$ cat src/rtl/sc_act_pkg.sv
package sc_act_pkg;

   typedef enum logic [3:0] {
      ST_IDLE,
      ST_RAMP,
      ST_IOUP,
      ST_CLKUP,
      ST_WIN,
      ST_RUN,
      ST_DN_RST,
      ST_DN_CLK,
      ST_DN_IO,
      ST_HOLD
   } seq_st_e;

   // bit positions on the synchronizer bus
   localparam int SB_PRES  = 0;
   localparam int SB_CMD   = 1;
   localparam int SB_HRST  = 2;
   localparam int SB_SGOOD = 3;
   localparam int SB_VST   = 4;
   localparam int SB_W     = 5;

endpackage

$ cat src/rtl/sc_sync.sv
module sc_sync #(
   parameter int                 WIDTH   = 1,
   parameter int                 STAGES  = 2,
   parameter logic [WIDTH-1:0]   RST_VAL = '0
) (
   input  logic             clk_i,
   input  logic             rst_ni,
   input  logic [WIDTH-1:0] d_i,
   output logic [WIDTH-1:0] q_o
);

   if (STAGES < 2) begin : g_bad_stages
      $error("sc_sync: STAGES must be at least 2");
   end
   if (WIDTH < 1) begin : g_bad_width
      $error("sc_sync: WIDTH must be at least 1");
   end

   logic [WIDTH-1:0] chain [STAGES];

   for (genvar s = 0; s < STAGES; s++) begin : g_stage
      if (s == 0) begin : g_first
         always_ff @(posedge clk_i or negedge rst_ni) begin
            if (!rst_ni) chain[s] <= RST_VAL;
            else         chain[s] <= d_i;
         end
      end else begin : g_next
         always_ff @(posedge clk_i or negedge rst_ni) begin
            if (!rst_ni) chain[s] <= RST_VAL;
            else         chain[s] <= chain[s-1];
         end
      end
   end

   assign q_o = chain[STAGES-1];

endmodule

$ cat src/rtl/sc_act_fsm.sv
module sc_act_fsm
   import sc_act_pkg::*;
#(
   parameter int CLK_DLY_CYC = 25,
   parameter int RST_DLY_CYC = 25,
   parameter int WIN_CYC     = 1000,
   parameter int STEP_CYC    = 25
) (
   input  logic clk_i,
   input  logic rst_ni,
   input  logic pres_s,
   input  logic cmd_s,
   input  logic hrst_s,
   input  logic sgood_s,
   input  logic vst_s,
   output logic vcc_q,
   output logic io_q,
   output logic clk_q,
   output logic card_rst_q,
   output logic stat_o
);

   localparam int M1   = (CLK_DLY_CYC > RST_DLY_CYC) ? CLK_DLY_CYC : RST_DLY_CYC;
   localparam int M2   = (WIN_CYC > STEP_CYC) ? WIN_CYC : STEP_CYC;
   localparam int MAXC = (M1 > M2) ? M1 : M2;
   localparam int CW   = $clog2(MAXC + 1);

   localparam logic [CW-1:0] CLK_END  = CW'(CLK_DLY_CYC - 1);
   localparam logic [CW-1:0] RST_END  = CW'(RST_DLY_CYC - 1);
   localparam logic [CW-1:0] WIN_END  = CW'(WIN_CYC - 1);
   localparam logic [CW-1:0] STEP_END = CW'(STEP_CYC - 1);

   if (CLK_DLY_CYC < 1 || RST_DLY_CYC < 1 || STEP_CYC < 1) begin : g_bad_dly
      $error("sc_act_fsm: delays must be at least one cycle");
   end
   if (WIN_CYC < 4) begin : g_bad_win
      $error("sc_act_fsm: window must be at least four cycles");
   end

   seq_st_e       st;
   logic [CW-1:0] cnt;
   logic          mode_q;
   logic          hrst_d;
   logic          fault_q;
   logic          drop;
   logic          hrst_fall;

   assign drop      = cmd_s | ~sgood_s;
   assign hrst_fall = hrst_d & ~hrst_s;
   assign stat_o    = pres_s & ~fault_q;

   always_ff @(posedge clk_i or negedge rst_ni) begin
      if (!rst_ni) begin
         st         <= ST_IDLE;
         cnt        <= '0;
         mode_q     <= 1'b0;
         hrst_d     <= 1'b0;
         fault_q    <= 1'b0;
         vcc_q      <= 1'b0;
         io_q       <= 1'b0;
         clk_q      <= 1'b0;
         card_rst_q <= 1'b0;
      end else begin
         hrst_d <= hrst_s;
         cnt    <= cnt + 1'b1;
         if ((st == ST_RAMP || st == ST_IOUP || st == ST_CLKUP ||
              st == ST_WIN  || st == ST_RUN) && drop) begin
            st         <= ST_DN_RST;
            cnt        <= '0;
            card_rst_q <= 1'b0;
            fault_q    <= ~sgood_s;
         end else begin
            unique case (st)
               ST_IDLE: begin
                  cnt <= '0;
                  if (pres_s && !cmd_s) begin
                     st     <= ST_RAMP;
                     vcc_q  <= 1'b1;
                     mode_q <= hrst_s;
                  end
               end
               ST_RAMP: begin
                  cnt <= '0;
                  if (vst_s) begin
                     io_q <= 1'b1;
                     st   <= mode_q ? ST_WIN : ST_IOUP;
                  end
               end
               ST_IOUP: begin
                  if (cnt == CLK_END) begin
                     clk_q <= 1'b1;
                     cnt   <= '0;
                     st    <= ST_CLKUP;
                  end
               end
               ST_CLKUP: begin
                  if (cnt == RST_END) begin
                     card_rst_q <= hrst_s;
                     cnt        <= '0;
                     st         <= ST_RUN;
                  end
               end
               ST_WIN: begin
                  if (hrst_fall) clk_q <= 1'b1;
                  if (cnt == WIN_END) begin
                     clk_q      <= 1'b1;
                     card_rst_q <= hrst_s;
                     cnt        <= '0;
                     st         <= ST_RUN;
                  end
               end
               ST_RUN: begin
                  cnt        <= '0;
                  card_rst_q <= hrst_s;
               end
               ST_DN_RST: begin
                  if (cnt == STEP_END) begin
                     clk_q <= 1'b0;
                     cnt   <= '0;
                     st    <= ST_DN_CLK;
                  end
               end
               ST_DN_CLK: begin
                  if (cnt == STEP_END) begin
                     io_q <= 1'b0;
                     cnt  <= '0;
                     st   <= ST_DN_IO;
                  end
               end
               ST_DN_IO: begin
                  if (cnt == STEP_END) begin
                     vcc_q <= 1'b0;
                     cnt   <= '0;
                     if (cmd_s) begin
                        st      <= ST_IDLE;
                        fault_q <= 1'b0;
                     end else begin
                        st <= ST_HOLD;
                     end
                  end
               end
               ST_HOLD: begin
                  cnt <= '0;
                  if (cmd_s) begin
                     st      <= ST_IDLE;
                     fault_q <= 1'b0;
                  end
               end
               default: st <= ST_IDLE;
            endcase
         end
      end
   end


   clk_needs_io_chk: assert property (@(posedge clk_i) disable iff (!rst_ni)
      clk_q |-> io_q);

   io_needs_vcc_chk: assert property (@(posedge clk_i) disable iff (!rst_ni)
      io_q |-> vcc_q);

   rst_needs_clk_chk: assert property (@(posedge clk_i) disable iff (!rst_ni)
      card_rst_q |-> clk_q);

   start_needs_card_chk: assert property (@(posedge clk_i) disable iff (!rst_ni)
      $rose(vcc_q) |-> ($past(pres_s) && !$past(cmd_s)));

   io_after_stable_chk: assert property (@(posedge clk_i) disable iff (!rst_ni)
      $rose(io_q) |-> $past(vst_s));

   vcc_off_last_chk: assert property (@(posedge clk_i) disable iff (!rst_ni)
      $fell(vcc_q) |-> (!io_q && !clk_q && !card_rst_q));

   win_rst_low_chk: assert property (@(posedge clk_i) disable iff (!rst_ni)
      (st == ST_WIN) |-> !card_rst_q);

   hold_no_supply_chk: assert property (@(posedge clk_i) disable iff (!rst_ni)
      (st == ST_HOLD) |-> (!vcc_q && !stat_o));

endmodule

$ cat src/rtl/sc_act_seq.sv
module sc_act_seq
   import sc_act_pkg::*;
#(
   parameter int SYNC_STAGES = 2,
   parameter int CLK_DLY_CYC = 25,
   parameter int RST_DLY_CYC = 25,
   parameter int WIN_CYC     = 1000,
   parameter int STEP_CYC    = 25
) (
   input  logic clk_i,
   input  logic rst_ni,
   input  logic card_present_i,
   input  logic sess_cmd_ni,
   input  logic supply_good_i,
   input  logic host_rst_i,
   input  logic vcc_stable_i,
   output logic vcc_en_o,
   output logic io_en_o,
   output logic clk_gate_o,
   output logic card_rst_o,
   output logic host_stat_o
);

   localparam logic [SB_W-1:0] SYNC_RST = SB_W'(1) << SB_CMD;

   logic [SB_W-1:0] raw_in;
   logic [SB_W-1:0] syn;

   assign raw_in[SB_PRES]  = card_present_i;
   assign raw_in[SB_CMD]   = sess_cmd_ni;
   assign raw_in[SB_HRST]  = host_rst_i;
   assign raw_in[SB_SGOOD] = supply_good_i;
   assign raw_in[SB_VST]   = vcc_stable_i;

   sc_sync #(
      .WIDTH   (SB_W),
      .STAGES  (SYNC_STAGES),
      .RST_VAL (SYNC_RST)
   ) u_sync (
      .clk_i  (clk_i),
      .rst_ni (rst_ni),
      .d_i    (raw_in),
      .q_o    (syn)
   );

   sc_act_fsm #(
      .CLK_DLY_CYC (CLK_DLY_CYC),
      .RST_DLY_CYC (RST_DLY_CYC),
      .WIN_CYC     (WIN_CYC),
      .STEP_CYC    (STEP_CYC)
   ) u_fsm (
      .clk_i      (clk_i),
      .rst_ni     (rst_ni),
      .pres_s     (syn[SB_PRES]),
      .cmd_s      (syn[SB_CMD]),
      .hrst_s     (syn[SB_HRST]),
      .sgood_s    (syn[SB_SGOOD]),
      .vst_s      (syn[SB_VST]),
      .vcc_q      (vcc_en_o),
      .io_q       (io_en_o),
      .clk_q      (clk_gate_o),
      .card_rst_q (card_rst_o),
      .stat_o     (host_stat_o)
   );

endmodule

$ cat config.mk
export PLATFORM = sky130hd
export DESIGN_NAME = sc_act_seq
export DESIGN_NICKNAME = d
export VERILOG_FILES = /design/src/rtl/sc_act_pkg.sv /design/src/rtl/sc_sync.sv /design/src/rtl/sc_act_fsm.sv /design/src/rtl/sc_act_seq.sv
export SDC_FILE = /design/constraint.sdc
export NUM_CORES = 1
export LEC_CHECK = 0
export BUFFER_PORTS_ARGS = -buffer_cell sky130_fd_sc_hd__buf_2
export CAP_MARGIN = 10
export CORE_UTILIZATION = 46
export CTS_BUF_LIST = sky130_fd_sc_hd__clkbuf_16
export DETAILED_ROUTE_END_ITERATION = 7
export PLACE_DENSITY = 0.76
export SLEW_MARGIN = 20
export SYNTH_ARGS = -nofsm -noshare
export SYNTH_HDL_FRONTEND = slang
export SYNTH_SLANG_ARGS = --single-unit
$ cat constraint.sdc
create_clock -name clk_i -period 4.9 [get_ports clk_i]
set_input_delay 0.245 -clock clk_i [delete_from_list [all_inputs] [get_ports clk_i]]
set_output_delay 0.245 -clock clk_i [all_outputs]
set_load 0.01 [all_outputs]
==> key figures, run 1 <==
Outcome
  – Status: finished with violations
  – Failing checks: hold timing

Setup path
  – Reg-to-reg slack, setup: between 2 and 3 ns
  – Arrival @ worst endpoint: between 2 and 2.5 ns
  – Reg2Reg Depth: 5
  – Crit Path Class: reg2reg
  – Reg2reg end: u_fsm.st[0]
  – Crit path launch: u_fsm.st[0]
  – Reg2reg start: u_fsm.st[0]
  – Critical Path RT: between 5 and 6 ns
  – Crit path max fanout: 18
  – Crit end category: register
  – Critical Path Start Type: register

Routing
  – Post-detailed-route count of antenna-violating nets: 0
  – Vias: approximately 1200
  – Wirelength per Cell: approximately 14 µm
  – Initial DRC Count: 36
  – WL final: 2880 µm
  – Vias/cell: between 5 and 6
  – Drt pass-1 iters: 4
  – Drc violations: 0

Power and ir drop
  – Total power: ~1.0 mW
  – P per Cell Area: about 580 nW/µm²
  – Leak pwr: roughly 0.75 nW
  – Peak supply drop: 312 µV
  – Flop pwr share: 0.383
  – Cell Int Power: 0.651 mW
  – Logic pwr share: 0.326
  – Sw Ratio: 0.363
  – Clock power frac: 0.290
  – Sw Pwr: between 0.3 and 0.4 mW

Floorplan
  – Number of I/O pins: 12
  – DIE WIDTH: ~60 µm
  – Die H: 60.5 µm
  – Initial Util: 0.499
  – Die outline area: between 3000 and 4000 µm²
  – Standard-cell row count: 20
  – Core area: roughly 3200 µm²

STA
  – Slew Limit Fails: 0
  – Unrepaired setup endpoints after global routing: no
  – Setup_tns: 0 ns
  – Clock Skews: roughly 0.005 ns
  – Final period util: 0.430
  – F_max: 475 MHz
  – Final hold slack: -0.0119 ns
  – Worst-Margin Slew: around 0.65 ns
  – Setup violations, final: 0
  – Fin. Hold Viols: 6
  – Slew HR: 0.567
  – Min Tclk post-route: between 2 and 2.5 ns

Finish
  – Non-filler cells, final: 206
  – Area grow syn2layout: 12.3%
  – Fraction of layout cells with a size suffix above 1: 0.198
  – ANT cells: 0
  – Final nets: between 150 and 200

Clock tree
  – Clk buf depth: 2
  – Root buf cell: clkbuf_16
  – CTS Hold Bufs: 0
  – Post-CTS Resized: 0
  – Post-CTS Setup Bufs: 0
  – TritonCTS Sinks: 31
  – Total CTS buffers: 5
  – Clk_lat worst skew: about 0.28 ns
  – Clock Pin Slew Worst Setup and Hold Paths: 0.05 ns
  – CTS tree: yes
  – CTS H-tree lvls: 2

Yosys
  – Syn Area/Cell: between 10 and 15 µm²
  – Post-synth net total: between 150 and 200
  – Number of synthesized flops with an enable pin: 0
  – Synth top area share: 0.461
  – Synth async-reset ratio: 1.00
  – Most frequent cell after synthesis: dfrtp_1
  – Syn. warnings: 0
  – Synth top cells by count: dfrtp_1 (29), nor2_1 (18), a21oi_1 (8), nor2b_1 (7), o21ai_0 (7)
  – Cells after Synth: between 150 and 200
  – Ys flop type: dfrtp_1
  – Area leader, netlist: dfrtp_1
  – Number of synthesized register bits: 31
  – Seq/Total Area, Yosys: 0.495
  – Unique masters post-synth: 47
  – Largest cells by area after synthesis: dfrtp_1 (46%), nor2_1 (4.3%), dfstp_2 (3.3%), nor2b_1 (2.8%), a21oi_1 (2.5%)
  – Mapped cell area: 1570 µm²

Global routing
  – First-pass GRT wire length: approximately 5000 µm
  – Initial antenna violation count: 0
  – Vias in the first global route: 1081
  – Total global-route track usage: 0.196
  – Remaining global-route overflow: 0
  – Largest net degree at the start of global routing: 32

Place
  – Port Buffers: 11
  – DP HPWL: 1990 µm
  – Placed insts: around 200
  – Placer Congestion: between 0.9 and 1

Hold path
  – Worst Hold Class: in2async

Run
  – Max Cap Viol: 0
## critical path, cell delays in order (launching register included)
cell	delay [ns]
dfrtp_1	0.55
or3_4	0.50
nor3_1	0.34
a221oi_2	0.07
a21oi_1	0.17
mux2_1	0.35
## per-layer routing
layer  up-vias  share of wire  global-route usage
li1        551              -                   -
met1       558           0.44               0.255
met2        34           0.46               0.278
met3        13          0.063              0.0746
met4         0          0.034               0.117
met5         -              0                   0
## power by group through the flow
stage / registers, mW / logic, mW / clock network, mW
floorplan: 0.353 / 0.331 / 0
global placement: 0.391 / 0.323 / 0
detailed placement: 0.394 / 0.332 / 0
CTS: 0.390 / 0.335 / 0.302
global route: 0.406 / 0.376 / 0.314
finish: 0.392 / 0.333 / 0.297
## flip-flops by register name, indices dropped and copies added, names as in the netlist
signal	count
u_fsm.st	4
u_fsm.mode_q	1
u_fsm.io_q	1
u_fsm.vcc_q	1
u_fsm.card_rst_q	1
u_sync.q_o	5
u_fsm.fault_q	1
u_sync.chain	5
u_fsm.cnt	10
u_fsm.clk_q	1
u_fsm.hrst_d	1
## logic make-up (layout without fill, tap and decap cells)
kind of cell,after synthesis,in the layout,share of synthesized area
AND/OR/NAND/NOR,62,62,0.232
AO/OA/AOI/OAI,31,31,0.133
flip-flops,31,31,0.495
buffers and inverters,14,24,0.0509
XOR/XNOR,7,7,0.0390
multiplexers,5,5,0.0342
adder cells (fa/ha/maj),2,2,0.0159
## layout by cell type (no fill, tap or decap), types with 2 or more instances in the layout
master and count:
a21oi_1 8, a31oi_1 2, and3_1 3, buf_2 11, clkbuf_16 5, clkinvlp_4 2
dfrtp_1 29, dfstp_2 2, ha_1 2, inv_1 5, mux2_1 2, mux2i_1 2
nand2_1 6, nand2b_1 5, nand3b_1 2, nand4_1 5, nor2_1 18, nor2b_1 7
nor3_1 3, o21ai_0 7, o22ai_1 3, o31ai_1 2, or2_2 2, xnor2_1 3
xor2_1 4
## cell type report
type | count | area [µm²]
Clock buffer | 5 | 125
Tap cell | 44 | 55.1
Clock inverter | 3 | 20.0
Timing Repair Buffer | 11 | 55.1
Fill cell | 295 | 1390
Multi-Input combinational cell | 107 | 714
Sequential cell | 31 | 778
Inverter | 5 | 18.8
## stage by stage
stage / worst slack [ns] / cell area (µm²) / utilization / hold slack [ns]
2_1_floorplan: 3.09 / 1570 / - / -0.0506
3_3_place_gp: 2.88 / 1620 / 0.514 / 0.312
3_5_place_dp: 2.84 / 1620 / 0.514 / 0.321
4_1_cts: 2.82 / 1770 / 0.560 / 0.0262
5_1_grt: 2.65 / 1770 / 0.560 / 0.0585
6_report: 2.80 / 1770 / 0.560 / -0.0119
## worst max path at each step
| stage | endpoint | depth (start not counted) |
|---|---|---|
| 4_1_cts | u_fsm.st[0] | 5 |
| 3_5_place_dp | u_fsm.st[0] | 5 |
| 6_report | u_fsm.st[0] | 5 |
| 5_1_grt | u_fsm.st[0] | 5 |
| 2_1_floorplan | u_fsm.st[0] | 7 |
| 3_3_place_gp | u_fsm.clk_q | 5 |
(Power assumes the default switching activity.)
==> run 2: changes to the inputs <==
==> constraint.sdc (replaced) <==
create_clock -name clk_i -period 2 [get_ports clk_i]
set_input_delay 0.1 -clock clk_i [delete_from_list [all_inputs] [get_ports clk_i]]
set_output_delay 0.1 -clock clk_i [all_outputs]
set_load 0.01 [all_outputs]
==> key figures, run 2 (synthesis gave the netlist of run 1 again) <==
Outcome
  – Status: finished, final reports clean

Clock tree
  – Clk buf depth: 2 (unchanged)
  – CTS tree: yes
  – TritonCTS Sinks: 31 (unchanged)
  – CTS H-tree lvls: 2 (unchanged)
  – Clk_lat worst skew: 0.27 ns (about the same)
  – Clock Pin Slew Worst Setup and Hold Paths: 0.05 ns (about the same)
  – Total CTS buffers: 5 (unchanged)
  – Root buf cell: clkbuf_16

Power and ir drop
  – Leak pwr: 0.827 nW (+11%)
  – Clock power frac: 0.260 (-0.030)
  – Logic pwr share: 0.402 (+0.076)
  – P per Cell Area: 1380 nW/µm² (+140%)
  – Sw Pwr: 0.952 mW (+160%)
  – Cell Int Power: 1.69 mW (+160%)
  – Sw Ratio: 0.360 (-0.00298)
  – Flop pwr share: 0.338 (-0.045)
  – Peak supply drop: 883 µV (+180%)

STA
  – Worst-Margin Slew: 0.676 ns (+0.0257 ns)
  – Clock Skews: 0.00445 ns (-0.000457 ns)
  – F_max: 518 MHz (+9.0%)
  – Slew HR: 0.550 (-0.0171)
  – Final period util: 0.966 (+0.536)
  – Slew Limit Fails: 0 (unchanged)
  – Setup violations, final: 0 (unchanged)
  – Fin. Hold Viols: 0 (-6)
  – Min Tclk post-route: 1.93 ns (-0.173 ns)

Finish
  – ANT cells: 0 (unchanged)
  – Final Util: 0.608 (+0.0480)
  – Fraction of layout cells with a size suffix above 1: 0.243 (+0.0454)
  – Fin area: 1920 µm² (+8.6%)
  – Commonest non-fill, non-tap cell in the layout: dfrtp_1
  – Final nets: 185 (+8.8%)
  – Fillers: 271 (-8.1%)
  – Top reg by flops: u_fsm.cnt
  – Area grow syn2layout: 22.0%
  – Largest register FFs: 10 (unchanged)
  – Most frequent cells in the layout: dfrtp_1 (29), nor2_1 (18), buf_2 (11)

Floorplan
  – DIE WIDTH: 60.5 µm (unchanged)
  – Standard-cell row count: 20 (unchanged)
  – Core area: 3150 µm² (unchanged)
  – Die outline area: 3660 µm² (unchanged)
  – Initial Util: 0.499 (unchanged)
  – Die H: 60.5 µm (unchanged)
  – Number of I/O pins: 12 (unchanged)

Global routing
  – GR met2 Demand/Resource: 0.316 (+0.0377)
  – Met1 Use GR: 0.286 (+0.0313)
  – Largest net degree at the start of global routing: 32 (unchanged)
  – First-pass GRT wire length: 5390 µm (+7.4%)
  – Grt met3 use: 0.0597 (-0.0149)
  – Most used routing layer: met2
  – Initial antenna violation count: 0 (unchanged)
  – Remaining global-route overflow: 0 (unchanged)
  – Vias in the first global route: 1124 (+4.0%)
  – Total global-route track usage: 0.212 (+0.0157)

Routing
  – WL final: 3280 µm (+14%)
  – Initial DRC Count: 54 (+50%)
  – Vias/cell: 5.57 (-0.82%)
  – Drt pass-1 iters: 4 (unchanged)
  – Wirelength per Cell: 14.8 µm (+6.1%)
  – Drc violations: 0 (unchanged)
  – Vias: 1230 (+6.4%)
  – Post-detailed-route count of antenna-violating nets: 0 (unchanged)

Place
  – Placer Congestion: 0.907 (-1.6%)
  – DP HPWL: 2160 µm (+8.2%)
  – Port Buffers: 11 (unchanged)
  – DP Area: 1680 µm² (+3.7%)

Setup path
  – Crit Path Class: reg2reg
  – Reg-to-reg slack, setup: 0.07 ns (-2.73 ns)
  – Reg2reg start: u_fsm.cnt[0]
  – Arrival @ worst endpoint: 2.08 ns (-0.18 ns)
  – Critical Path Start Type: register
  – Crit end category: register
  – Crit path max fanout: 5 (-13)
  – Reg2Reg Depth: 8 (+3)
  – Critical Path RT: 2.15 ns (-2.90 ns)
  – Reg2reg end: u_fsm.clk_q

Hold path
  – Hold endpoint: u_sync.q_o[0]
  – Min-delay src: u_sync.chain[5]
  – Worst Hold Class: reg2reg
  – Worst hold stages: 0

Run
  – Max Cap Viol: 0 (unchanged)
-- run 2: changes by cell type in the layout (fill, tap and decap cells not counted), sizes merged --
| cell | delta |
|---|---|
| buf | +9 |
| dlygate4sd3 | +6 |
| clkinvlp | -2 |
| clkinv | +1 |
| inv | +1 |
-- run 2: worst max path at each step --
stage	endpoint	start	cells after the start	slack, ns
after floorplan	u_fsm.st[0]	u_fsm.cnt[0]	7	0.19
after global placement	u_fsm.st[1]	u_fsm.cnt[0]	7	0.15
after detailed placement	u_fsm.st[1]	u_fsm.cnt[0]	7	0.08
after CTS	u_fsm.st[1]	u_fsm.cnt[0]	7	0.04
after global routing	u_fsm.clk_q	u_fsm.cnt[0]	8	-0.009
final	u_fsm.clk_q	u_fsm.cnt[0]	8	0.07
-- run 2: what timing repair did --
item	CTS	global route
hold buffers	6	0
hold endpoints to repair	34	0
resized for setup	0	6
buffers inserted	0	1
endpoints found under the setup margin	0	2
-- run 2: critical path, cell delays in order (launching register included) --
cell and delay, ns:
dfrtp_1 0.42, inv_1 0.08, ha_1 0.14, nor4b_4 0.24, nand3_2 0.18, buf_6 0.16, a21oi_4 0.15, nand4_1 0.12
mux2_1 0.32
-- run 2: through the flow --
stage	hold WS, ns	cells	power (mW)	setup TNS [ns]	setup WS [ns]
after global routing	0.359	221	2.80	-0.00911	-0.00911
final	0.344	221	2.64	0	0.0682
after CTS	0.345	220	2.60	0	0.0405
after floorplan	-0.196	152	1.68	0	0.187
after detailed placement	0.172	206	1.87	0	0.0769
after global placement	0.166	206	1.84	0	0.150
-- run 2: power groups by stage --
stage | clock network (mW) | registers, mW | logic [mW]
after floorplan | 0 | 0.865 | 0.812
final | 0.687 | 0.894 | 1.06
after detailed placement | 0 | 0.896 | 0.976
after global placement | 0 | 0.887 | 0.953
after global routing | 0.727 | 0.911 | 1.16
after CTS | 0.708 | 0.888 | 1.00
-- run 2: cell type report --
| cell class | count | area (µm²) | area share |
|---|---|---|---|
| timing repair buffer | 26 | 186 | 0.0972 |
| clock buffer | 5 | 125 | 0.0652 |
| tap | 44 | 55.1 | 0.0287 |
| inverter | 5 | 18.8 | 0.00978 |
| multi-input combinational | 107 | 742 | 0.387 |
| clock inverter | 3 | 12.5 | 0.00652 |
| sequential | 31 | 778 | 0.406 |
-- run 2: per-layer routing --
layer | vias to the layer above | part of all wire
met5 | - | 0
li1 | 577 | -
met3 | 6 | 0.079
met2 | 54 | 0.46
met4 | 0 | 0.020
met1 | 593 | 0.44
